<file path="config.mk">
export PLATFORM = sky130hd
export DESIGN_NAME = eoc_irq_agg
export DESIGN_NICKNAME = d
export VERILOG_FILES = /design/src/rtl/eoc_irq_pkg.sv /design/src/rtl/eoc_chan_bank.sv /design/src/rtl/eoc_glb_flags.sv /design/src/rtl/eoc_irq_comb.sv /design/src/rtl/eoc_irq_agg.sv
export SDC_FILE = /design/constraint.sdc
export NUM_CORES = 1
export LEC_CHECK = 0
export ABC_AREA = 0
export BUFFER_PORTS_ARGS = -buffer_cell sky130_fd_sc_hd__buf_2
export CELL_PAD_IN_SITES_DETAIL_PLACEMENT = 2
export CELL_PAD_IN_SITES_GLOBAL_PLACEMENT = 2
export CORE_ASPECT_RATIO = 0.9
export CORE_UTILIZATION = 27
export DETAILED_ROUTE_END_ITERATION = 8
export PLACE_DENSITY_LB_ADDON = 0.1
export SLEW_MARGIN = 20
export SYNTH_ARGS = -nofsm -noshare
export SYNTH_HDL_FRONTEND = slang
export SYNTH_SLANG_ARGS = --single-unit
</file>
<file path="constraint.sdc">
create_clock -name clk -period 1.3 [get_ports clk]
set_input_delay 0.26 -clock clk [delete_from_list [all_inputs] [get_ports clk]]
set_output_delay 0.26 -clock clk [all_outputs]
set_load 0.02 [all_outputs]
</file>
<file path="src/rtl/eoc_irq_pkg.sv">
package eoc_irq_pkg;

    typedef enum logic [1:0] {
        REG_CMASK = 2'd0,
        REG_CPEND = 2'd1,
        REG_GMASK = 2'd2,
        REG_GSTAT = 2'd3
    } reg_sel_e;

    localparam int unsigned GF_NEOC   = 0;
    localparam int unsigned GF_NCHAIN = 1;
    localparam int unsigned GF_JEOC   = 2;
    localparam int unsigned GF_JCHAIN = 3;
    localparam int unsigned GF_NUM    = 4;

endpackage

</file>
<file path="src/rtl/eoc_chan_bank.sv">
module eoc_chan_bank #(
    parameter int unsigned NCH  = 24,
    parameter int unsigned CH_W = 5
) (
    input  logic            clk,
    input  logic            rst_n,
    input  logic            set_valid_i,
    input  logic [CH_W-1:0] set_chan_i,
    input  logic            mask_we_i,
    input  logic            clr_we_i,
    input  logic [NCH-1:0]  wdata_i,
    output logic [NCH-1:0]  pend_o,
    output logic [NCH-1:0]  mask_o,
    output logic            hit_o
);

    logic [NCH-1:0] pend_q;
    logic [NCH-1:0] mask_q;

    for (genvar gi = 0; gi < NCH; gi++) begin : g_chan
        logic hit_set;
        assign hit_set = set_valid_i && (set_chan_i == CH_W'(gi));

        always_ff @(posedge clk or negedge rst_n) begin
            if (!rst_n) begin
                pend_q[gi] <= 1'b0;
            end else if (hit_set) begin
                pend_q[gi] <= 1'b1;            // set has priority over clear
            end else if (clr_we_i && wdata_i[gi]) begin
                pend_q[gi] <= 1'b0;
            end
        end

        always_ff @(posedge clk or negedge rst_n) begin
            if (!rst_n) begin
                mask_q[gi] <= 1'b0;
            end else if (mask_we_i) begin
                mask_q[gi] <= wdata_i[gi];
            end
        end
    end

    assign pend_o = pend_q;
    assign mask_o = mask_q;
    assign hit_o  = |(pend_q & mask_q);

endmodule

</file>
<file path="src/rtl/eoc_glb_flags.sv">
module eoc_glb_flags
    import eoc_irq_pkg::*;
(
    input  logic              clk,
    input  logic              rst_n,
    input  logic [GF_NUM-1:0] set_i,
    input  logic              mask_we_i,
    input  logic              clr_we_i,
    input  logic [GF_NUM-1:0] wdata_i,
    output logic [GF_NUM-1:0] stat_o,
    output logic [GF_NUM-1:0] mask_o
);

    logic [GF_NUM-1:0] stat_q;
    logic [GF_NUM-1:0] mask_q;

    for (genvar gi = 0; gi < GF_NUM; gi++) begin : g_flag
        always_ff @(posedge clk or negedge rst_n) begin
            if (!rst_n) begin
                stat_q[gi] <= 1'b0;
            end else if (set_i[gi]) begin
                stat_q[gi] <= 1'b1;
            end else if (clr_we_i && wdata_i[gi]) begin
                stat_q[gi] <= 1'b0;
            end
        end
    end

    always_ff @(posedge clk or negedge rst_n) begin
        if (!rst_n) begin
            mask_q <= '0;
        end else if (mask_we_i) begin
            mask_q <= wdata_i;
        end
    end

    assign stat_o = stat_q;
    assign mask_o = mask_q;

endmodule

</file>
<file path="src/rtl/eoc_irq_comb.sv">
module eoc_irq_comb
    import eoc_irq_pkg::*;
(
    input  logic [GF_NUM-1:0] stat_i,
    input  logic [GF_NUM-1:0] mask_i,
    input  logic              chan_hit_i,
    output logic [GF_NUM-1:0] irq_o,
    output logic              irq_any_o
);

    logic [GF_NUM-1:0] armed;

    always_comb begin
        armed = stat_i & mask_i;
        irq_o = armed;
        // per-conversion lines need a qualifying channel as well
        irq_o[GF_NEOC] = armed[GF_NEOC] && chan_hit_i;
        irq_o[GF_JEOC] = armed[GF_JEOC] && chan_hit_i;
        irq_any_o      = |irq_o;
    end

endmodule

</file>
<file path="src/rtl/eoc_irq_agg.sv">
module eoc_irq_agg
    import eoc_irq_pkg::*;
#(
    parameter  int unsigned NCH  = 24,
    localparam int unsigned CH_W = (NCH > 1) ? $clog2(NCH) : 1
) (
    input  logic            clk,
    input  logic            rst_n,
    input  logic            conv_done_i,
    input  logic [CH_W-1:0] conv_chan_i,
    input  logic            conv_inj_i,
    input  logic            nchain_done_i,
    input  logic            ichain_done_i,
    input  logic            wr_en_i,
    input  logic [1:0]      wr_sel_i,
    input  logic [NCH-1:0]  wr_data_i,
    output logic [NCH-1:0]  chan_pend_o,
    output logic [NCH-1:0]  chan_mask_o,
    output logic [3:0]      glb_stat_o,
    output logic [3:0]      glb_mask_o,
    output logic            irq_neoc_o,
    output logic            irq_nchain_o,
    output logic            irq_jeoc_o,
    output logic            irq_jchain_o,
    output logic            irq_any_o
);

    reg_sel_e          sel;
    logic              conv_ok;
    logic [GF_NUM-1:0] gset;
    logic              chan_hit;
    logic [GF_NUM-1:0] irq_vec;

    assign sel     = reg_sel_e'(wr_sel_i);
    assign conv_ok = conv_done_i && ({1'b0, conv_chan_i} < (CH_W+1)'(NCH));

    always_comb begin
        gset            = '0;
        gset[GF_NEOC]   = conv_ok && !conv_inj_i;
        gset[GF_JEOC]   = conv_ok &&  conv_inj_i;
        gset[GF_NCHAIN] = nchain_done_i;
        gset[GF_JCHAIN] = ichain_done_i;
    end

    eoc_chan_bank #(.NCH(NCH), .CH_W(CH_W)) u_bank (
        .clk         (clk),
        .rst_n       (rst_n),
        .set_valid_i (conv_ok),
        .set_chan_i  (conv_chan_i),
        .mask_we_i   (wr_en_i && sel == REG_CMASK),
        .clr_we_i    (wr_en_i && sel == REG_CPEND),
        .wdata_i     (wr_data_i),
        .pend_o      (chan_pend_o),
        .mask_o      (chan_mask_o),
        .hit_o       (chan_hit)
    );

    eoc_glb_flags u_flags (
        .clk       (clk),
        .rst_n     (rst_n),
        .set_i     (gset),
        .mask_we_i (wr_en_i && sel == REG_GMASK),
        .clr_we_i  (wr_en_i && sel == REG_GSTAT),
        .wdata_i   (wr_data_i[GF_NUM-1:0]),
        .stat_o    (glb_stat_o),
        .mask_o    (glb_mask_o)
    );

    eoc_irq_comb u_comb (
        .stat_i     (glb_stat_o),
        .mask_i     (glb_mask_o),
        .chan_hit_i (chan_hit),
        .irq_o      (irq_vec),
        .irq_any_o  (irq_any_o)
    );

    assign irq_neoc_o   = irq_vec[GF_NEOC];
    assign irq_nchain_o = irq_vec[GF_NCHAIN];
    assign irq_jeoc_o   = irq_vec[GF_JEOC];
    assign irq_jchain_o = irq_vec[GF_JCHAIN];

endmodule

</file>
==> flow_summary.toml <==
[die]
rows = 32
ios = 99
die_w_um = 102
coreArea_sq_um = 8690
die_h_um = 92.2
floorplan.initialDensity = 0.281
die-area_sq_um = 9420

[outcome]
violations = "setup timing"
status = "finished with violations"

[global_route]
grt_antenna_before_repair = 1
grt_pass1_wl_um = 13900
grt_use_total = 0.197
grt_overflow = 0
grt_pass1_vias = 2568
grt_max_degree = 57

[detailed_routing]
vias = 2308
drtIter0Drc = 44
post_drt_wl_per_cell_um = 18.4
drc = 0
drtAntennaViolNets = 0
dr.pass1.iters = 4
viasPerCell = 4.74
routed_wirelength_um = 8950

[timing]
worstMarginPinSlew_ns = 0.826
fin_skew_ns = 0
hold_viol = 0
relSlewSlack = 0.445
timing.final.ws_setup_ns = -0.723
rsz0062_at_grt = "true"
finalSetupViolations = 5
min_period_ns = 2.02
whs_ns = 0.126
fin_crit_sh = 1.56
maxSlewViolCount = 0
fmax_mhz = 494

[critical_path]
path_delay_family = "compound AO/OA/AOI/OAI gates"
crit_start = "u_bank.pend_o[10]"
cp-end-kind = "primary output"
slowest_stage = "dfrtp_2"
cp.arrival_ns = 1.76
critPathMaxFanout = 3
crit_end = "irq_jeoc_o"
worstSetupPathType = "flip-flop to primary output"
timing.rr.end = "u_bank.pend_o[4]"
worst_ep_required_time_ns = 1.04
start_kind = "flip-flop"
r2r_start = "u_bank.pend_o[4]"
crit_cells = 5
worst-path-buf-inv = 1
setup.reg_to_reg.worst_slack_ns = 0.25
cp_cell_sequence = "a22o_1 > a221oi_2 > and4_4 > a21oi_4 > buf_6"
worstRegToRegCells = 4
cp_slowest_stage_delay_ns = 0.42

[placed_design]
post-place-ws_ns = -0.398
postPlaceCellArea_sq_um = 3610
hpwl_um = 6610
io_buffer_count = 98
place.gp.congestion = 0.697

[clock_network]
path_clk_slew_ns = 0.10
root_buffer = "clkbuf_8"
clk_latency_ns = 0.32
cts_tree = "built"
cts_max_level = 2
cts.sinks = 56
cts_buffer_depth = 2
cts-buffers-inserted = 5

[synthesis]
ys_warn_count = 0
syn_nets = 238
avgSynthCellArea_sq_um = 12.2
yosysSeqAreaShare = 0.574
synth_area_sq_um = 2440
ys_types = 30
syn_inst = 200
synth_seq_cells = 56

[layout]
postLayoutCellArea_sq_um = 4000
multi_input_comb_area_sq_um = 1050
fillers = 934
drive_above_1_share = 0.590
syn_to_final_growth_pct = 63.7
layout.nets = 405
diodes = 0
seq_area_sq_um = 1410

[pwr]
powerDensity_nw_per_um2 = 1390
max-vdd-ir-drop_v = 0.000499
p_leak_nw = 1.91

[job]
maxCapViolCount = 0

[min_path]
hp-class = "input pin to flip-flop"
-- worst reg2reg max path, delay by kind of cell, from the launching register on --
kind                   cells  cell delay [ns]
AO/OA/AOI/OAI              1             0.20
flip-flops                 1             0.42
buffers and inverters      3             0.34
-- state kept, by name, indices dropped and copies added, names as in the netlist --
name            flops
u_flags.stat_o      4
u_bank.pend_o      24
u_bank.mask_o      24
u_flags.mask_o      4
-- area by class of cell --
type	count	share of cell area
Clock buffer	7	0.0191
Clock inverter	1	0.00219
Multi-Input combinational cell	137	0.262
Sequential cell	56	0.353
Tap cell	119	0.0373
Timing Repair Buffer	167	0.326
-- cells by family (layout without fill, tap and decap cells) --
family | count (synthesis) | after routing | synth area share
muxes | 28 | 28 | 0.129
AOI/OAI and AO/OA | 43 | 43 | 0.138
DFF | 56 | 56 | 0.574
buffers and inverters | 7 | 175 | 0.0236
and+or+nand+nor | 66 | 66 | 0.134
-- power breakdown --
group	switching (mW)	internal [mW]	total [mW]
Clock	0.578	0.387	0.965
Combinational	1.11	1.20	2.31
Sequential	0.227	2.03	2.26
Total	1.92	3.62	5.54
-- per-layer routing --
layer  wire length, um  track usage
met1              4120        0.263
met2              4470        0.327
met3               278       0.0328
met4                76       0.0536
met5                12            0
-- cells in the final DEF (no fill, tap or decap), types with 2 or more instances in the layout --
| cell type | netlist | layout |
|---|---|---|
| mux2_2 | 25 | 25 |
| and2_4 | 0 | 2 |
| a221oi_2 | 0 | 4 |
| a21o_1 | 2 | 2 |
| buf_6 | 4 | 45 |
| buf_4 | 0 | 54 |
| nor2_1 | 2 | 2 |
| nand2_1 | 43 | 43 |
| clkbuf_8 | 0 | 5 |
| nand4b_1 | 2 | 2 |
| o21ai_0 | 7 | 7 |
| dfrtp_1 | 56 | 49 |
| buf_2 | 1 | 64 |
| nor3_1 | 2 | 2 |
| a32o_1 | 5 | 5 |
| nand2b_1 | 2 | 2 |
| nor2b_1 | 2 | 2 |
| dfrtp_2 | 0 | 7 |
| a22oi_1 | 4 | 4 |
| a21oi_4 | 0 | 2 |
| mux2_1 | 3 | 3 |
| o31ai_1 | 2 | 2 |
| a22o_1 | 16 | 16 |
| nor3b_1 | 2 | 2 |
| clkbuf_1 | 2 | 2 |
| buf_12 | 0 | 3 |
-- cells in the mapped netlist, drive strengths merged --
master  count  share of area
a22oi       4          0.012
and3        1         0.0026
dfrtp      56           0.57
clkbuf      2         0.0031
o31ai       2         0.0062
a21o        2         0.0062
mux2       28           0.13
and2        3         0.0077
a22o       16          0.057
a32o        5          0.021
nand3b      1         0.0031
nand3       1         0.0020
o21ai       7          0.014
a221oi      4          0.014
nor3b       3          0.014
nor3        2         0.0041
nand2b      3         0.0087
and4        2         0.0072
nand4b      2         0.0072
nand2      43          0.066
and3b       1         0.0036
buf         5          0.021
nor2        2         0.0031
a21oi       2         0.0041
nor2b       2         0.0051
a21boi      1         0.0031
-- what timing repair did --
action | CTS | global route
setup buffers | 3 | 10
hold endpoints to repair | 56 | 0
hold buffers | 1 | 0
pin swaps | 1 | 2
resized for setup | 28 | 54
endpoints found under the setup margin | 10 | 34
-- metrics by stage --
step	total power [mW]	utilization	instances	TNS, ns
finish	5.54	0.460	487	-2.46
global route	5.82	0.460	487	-2.73
CTS	5.41	0.440	486	-2.43
detailed placement	4.29	0.416	474	-2.32
global placement	4.22	0.416	474	-1.94
floorplan	3.23	-	200	-0.543
-- worst min-delay path by stage --
stage                             end  cells past startpoint  slack (ns)          start
floorplan            u_bank.mask_o[0]                      0       -0.04          rst_n
global placement    u_flags.stat_o[3]                      2        0.29          rst_n
detailed placement  u_flags.stat_o[3]                      2        0.29          rst_n
CTS                 u_flags.stat_o[1]                      2        0.11  nchain_done_i
global route        u_flags.stat_o[1]                      2        0.12  nchain_done_i
finish              u_flags.stat_o[1]                      2        0.13  nchain_done_i
Power figures use the tool's default switching activity.
